File: config.mk
export PLATFORM = sky130hd
export DESIGN_NAME = amul_mul8
export DESIGN_NICKNAME = d
export VERILOG_FILES = /design/src/rtl/amul_pkg.sv /design/src/rtl/amul_elem.sv /design/src/rtl/amul_quad.sv /design/src/rtl/amul_mul8.sv
export SDC_FILE = /design/constraint.sdc
export NUM_CORES = 1
export LEC_CHECK = 0
export ABC_CLOCK_PERIOD_IN_PS = 17500
export CORE_MARGIN = 2
export CORE_UTILIZATION = 30
export DETAILED_ROUTE_END_ITERATION = 12
export REMOVE_ABC_BUFFERS = 1
export SLEW_MARGIN = 20
export SYNTH_ARGS = -nofsm -noshare
export SYNTH_HDL_FRONTEND = slang
export SYNTH_SLANG_ARGS = --single-unit
File: constraint.sdc
create_clock -name vclk -period 17.5
set_input_delay 1.75 -clock vclk [all_inputs]
set_output_delay 1.75 -clock vclk [all_outputs]
set_load 0.1 [all_outputs]
File: src/rtl/amul_pkg.sv
package amul_pkg;
  localparam int FIELD_W = 2;
  localparam int NFIELD  = 4;
  localparam int OP_W    = FIELD_W * NFIELD;
  localparam int NPOS    = NFIELD * NFIELD;
  localparam int KIND_W  = 3;
  localparam int ELEM_W  = 2 * FIELD_W;
  // largest element result is 11; a 4x4 group weights it by 16+4+4+1
  localparam int QUAD_W  = 9;
  localparam int PROD_W  = 17;

  typedef enum logic [KIND_W-1:0] {
    KIND_EXACT   = 3'd0,
    KIND_LOWTRIM = 3'd1,
    KIND_NEG2    = 3'd2,
    KIND_POS2    = 3'd3,
    KIND_NEG4    = 3'd4
  } elem_kind_e;

  function automatic int pos_of(input int fa, input int fb);
    return NFIELD * fa + fb;
  endfunction

  function automatic logic cfg_has(input logic [NPOS*KIND_W-1:0] cfg,
                                   input logic [KIND_W-1:0] kind);
    logic hit;
    hit = 1'b0;
    for (int p = 0; p < NPOS; p++)
      if (cfg[KIND_W*p +: KIND_W] == kind) hit = 1'b1;
    return hit;
  endfunction

  function automatic logic cfg_all(input logic [NPOS*KIND_W-1:0] cfg,
                                   input logic [KIND_W-1:0] kind);
    logic all_hit;
    all_hit = 1'b1;
    for (int p = 0; p < NPOS; p++)
      if (cfg[KIND_W*p +: KIND_W] != kind) all_hit = 1'b0;
    return all_hit;
  endfunction
endpackage

File: src/rtl/amul_elem.sv
module amul_elem
  import amul_pkg::*;
#(
  parameter logic [KIND_W-1:0] KIND = KIND_EXACT
) (
  input  logic [FIELD_W-1:0] a,
  input  logic [FIELD_W-1:0] b,
  output logic [ELEM_W-1:0]  p
);
  logic t00, t01, t10, t11;
  assign t00 = a[0] & b[0];
  assign t01 = a[0] & b[1];
  assign t10 = a[1] & b[0];
  assign t11 = a[1] & b[1];

  generate
    if (KIND == KIND_LOWTRIM) begin : g_lowtrim
      assign p = {t11 & t00, t11 & ~t00, t10 ^ t01, t11 & t00};
    end else if (KIND == KIND_NEG2) begin : g_neg2
      assign p = {1'b0, t11, t10 | t01, t00};
    end else if (KIND == KIND_POS2) begin : g_pos2
      assign p = {t11 & t00, t11 & ~t00, t10 | t01, t00};
    end else if (KIND == KIND_NEG4) begin : g_neg4
      assign p = {1'b0, t11, t10 ^ t01, t00};
    end else begin : g_exact
      assign p = {t11 & t00, t11 & ~t00, t10 ^ t01, t00};
    end
  endgenerate
endmodule

File: src/rtl/amul_quad.sv
module amul_quad
  import amul_pkg::*;
#(
  parameter logic [NPOS*KIND_W-1:0] ELEM_SEL = '0,
  parameter int QA = 0,
  parameter int QB = 0
) (
  input  logic [2*FIELD_W-1:0] a,
  input  logic [2*FIELD_W-1:0] b,
  output logic [QUAD_W-1:0]    sum
);
  logic [ELEM_W-1:0] part [2][2];

  for (genvar ja = 0; ja < 2; ja++) begin : g_a
    for (genvar jb = 0; jb < 2; jb++) begin : g_b
      localparam int POS = pos_of(2*QA + ja, 2*QB + jb);
      amul_elem #(.KIND(ELEM_SEL[KIND_W*POS +: KIND_W])) u_elem (
        .a(a[FIELD_W*ja +: FIELD_W]),
        .b(b[FIELD_W*jb +: FIELD_W]),
        .p(part[ja][jb])
      );
    end
  end

  always_comb begin
    sum = '0;
    for (int ja = 0; ja < 2; ja++)
      for (int jb = 0; jb < 2; jb++)
        sum = sum + (QUAD_W'(part[ja][jb]) << (FIELD_W*(ja+jb)));
  end
endmodule

File: src/rtl/amul_mul8.sv
module amul_mul8
  import amul_pkg::*;
#(
  parameter logic [NPOS*KIND_W-1:0] ELEM_SEL = {
    3'd2, 3'd0, 3'd0, 3'd0, 3'd0, 3'd2, 3'd0, 3'd0,
    3'd0, 3'd0, 3'd3, 3'd0, 3'd4, 3'd3, 3'd2, 3'd1}
) (
  input  logic [7:0]  op_a,
  input  logic [7:0]  op_b,
  output logic [16:0] product
);
  logic [QUAD_W-1:0] quad_sum [2][2];

  for (genvar qa = 0; qa < 2; qa++) begin : g_qa
    for (genvar qb = 0; qb < 2; qb++) begin : g_qb
      amul_quad #(.ELEM_SEL(ELEM_SEL), .QA(qa), .QB(qb)) u_quad (
        .a(op_a[4*qa +: 4]),
        .b(op_b[4*qb +: 4]),
        .sum(quad_sum[qa][qb])
      );
    end
  end

  always_comb begin
    product = '0;
    for (int qa = 0; qa < 2; qa++)
      for (int qb = 0; qb < 2; qb++)
        product = product + (PROD_W'(quad_sum[qa][qb]) << (4*(qa+qb)));
  end
endmodule

==> run summary <==
Status = completed
Slew @ Worst Pin = 977 ps
Via/cell ratio = 4.84
Worst path buffer plus inverter count = 4
Sequential area share after synthesis = 0%
Final Max Slew Viols = 0
DRC = 0
Initial DRC Count = 91
Number of clock buffers in the layout = 0
WL per Instance = 11.7 µm
Post-synthesis cell area = 0.00234 mm²
WS Path Type = in2out
Crit. End Element = output port
Worst hold-check path type = in2out
Core ar. = 0.00765 mm²
Post-DP HPWL = 4.30 mm
Rows = 32
Max stage delay on crit path = 1150 ps
Setup violators final = 0
Synth-to-layout area growth = 16.9%
Avg Cell Area, Syn = 7.70 µm²
Worst relative slew slack = 34.6%
Largest fanout on the critical path = 11
Post-cts hold buffer count = 0
Syn Inst Count = 304
Cell Chain, Critical Path = clkdlybuf4s50_1, and2_1, nand3b_1, fa_1, fa_1, inv_1, ha_1, fa_1, a211oi_1, o21bai_1, a21oi_1, nor4_1, nor3_1, fa_1, inv_1, ha_1, nand2_1, o21ai_0, a21oi_1, o21bai_1, xor2_1, clkdlybuf4s50_1
Pre-antenna DRT Iters = 4
Commonest cells post-synth = nand2_1, ha_1, inv_1, fa_1, nor2_1
Min Tclk post-route = 9870 ps
Worst Path Required = 15,750 ps
Fillers = 802
Die width = 92.3 µm
Initial Utilization = 30.6%
Overall Global Routing Usage = 12.4%
PortBufs = 33
Share of layout cells above drive strength 1 = 2.49%
Critical path's top delay family = adder cells
Count of final hold-check violations = 0
Synth area leaders = ha_1, fa_1, nand2_1, xnor2_1, xor2_1
Final Cycle Share = 56.4%
Largest net degree at the start of global routing = 13
Yosys top cell by area = ha_1
Nets = 406
Initial antenna violation count = 0
Most common cell on crit path = fa_1
CP arrival = 8120 ps
Register Area = 0 µm²
Post-CTS setup buffer count = 0
Top cell type's share of synthesized area = 22.4%
Final GP Congestion = 0.781
Fmax = 101 MHz
# resized after CTS = 0
CP max stage cell = clkdlybuf4s50_1
GRT overflow = 0
ANT cells = 0
Total routed wirelength = 4.94 mm
TNS Setup = 0 ps
Count leader, synth = nand2_1
Global-route wire length before repair = 9.07 mm
Max capacitance violation total = 0
Distinct cells, synth = 36
Vias = 2,049
Die area = 0.00853 mm²
Startpoint type of the worst setup path = primary input
RSZ-0062 raised after global routing = false
ANT nets after route = 0
Area of the multi-input gates = 0.00216 mm²
Die height = 92.3 µm
FFs & Latches = 0
YS warnings = 0
Ports = 33
Vias in the first global route = 2,019
through the flow:
stage / instances / cell area [µm²] / util [%] / worst slack [ps] / hold slack [ps]
after CTS: 423 / 2740 / 35.8 / 7560 / 5260
after detailed placement: 423 / 2740 / 35.8 / 7600 / 5260
final: 423 / 2740 / 35.8 / 7630 / 5250
after global routing: 423 / 2740 / 35.8 / 7170 / 5330
after floorplan: 288 / 2280 / - / 8570 / 3980
after global placement: 423 / 2740 / 35.8 / 7620 / 5260
metal layers:
metal | vias to the layer above | wire, µm | GRT usage (%)
met2 | 40 | 2380 | 22.7
li1 | 1041 | - | -
met3 | 0 | 212 | 0.488
met5 | - | 0 | 0
met1 | 968 | 2350 | 17.2
met4 | 0 | 0 | 0
final timing paths:
check	startpoint	endpoint	slack, ps	depth (start not counted)
setup / recovery	op_b[0]	product[15]	7630	22
hold / removal	op_a[0]	product[1]	5250	4
cells by family (layout without fill, tap and decap cells):
logic type | Yosys count | in the layout | synth area share (%)
other cells | 1 | 1 | 0.160
xor+xnor | 32 | 32 | 12.3
fa+ha+maj | 67 | 67 | 43.8
buf+inv | 48 | 65 | 7.80
compound gates | 52 | 52 | 14.5
simple gates | 104 | 104 | 21.4
final cells by class:
type	instances	share of cell area [%]
multi-input combinational	256	78.9
timing repair buffer	33	12.1
tap	102	4.66
inverter	32	4.39
placed cells by master (no fill, tap or decap), types with 7 or more instances in the layout:
cell type / instances
xor2_1: 15
o21ai_0: 8
nor2_1: 18
inv_1: 32
nand2_1: 43
a21o_1: 7
and2_1: 13
ha_1: 42
xnor2_1: 16
fa_1: 25
clkdlybuf4s50_1: 33
a21oi_1: 17
Power is not shown: default switching activity piles up to over one toggle a cycle in this logic, so the estimate is an artifact.
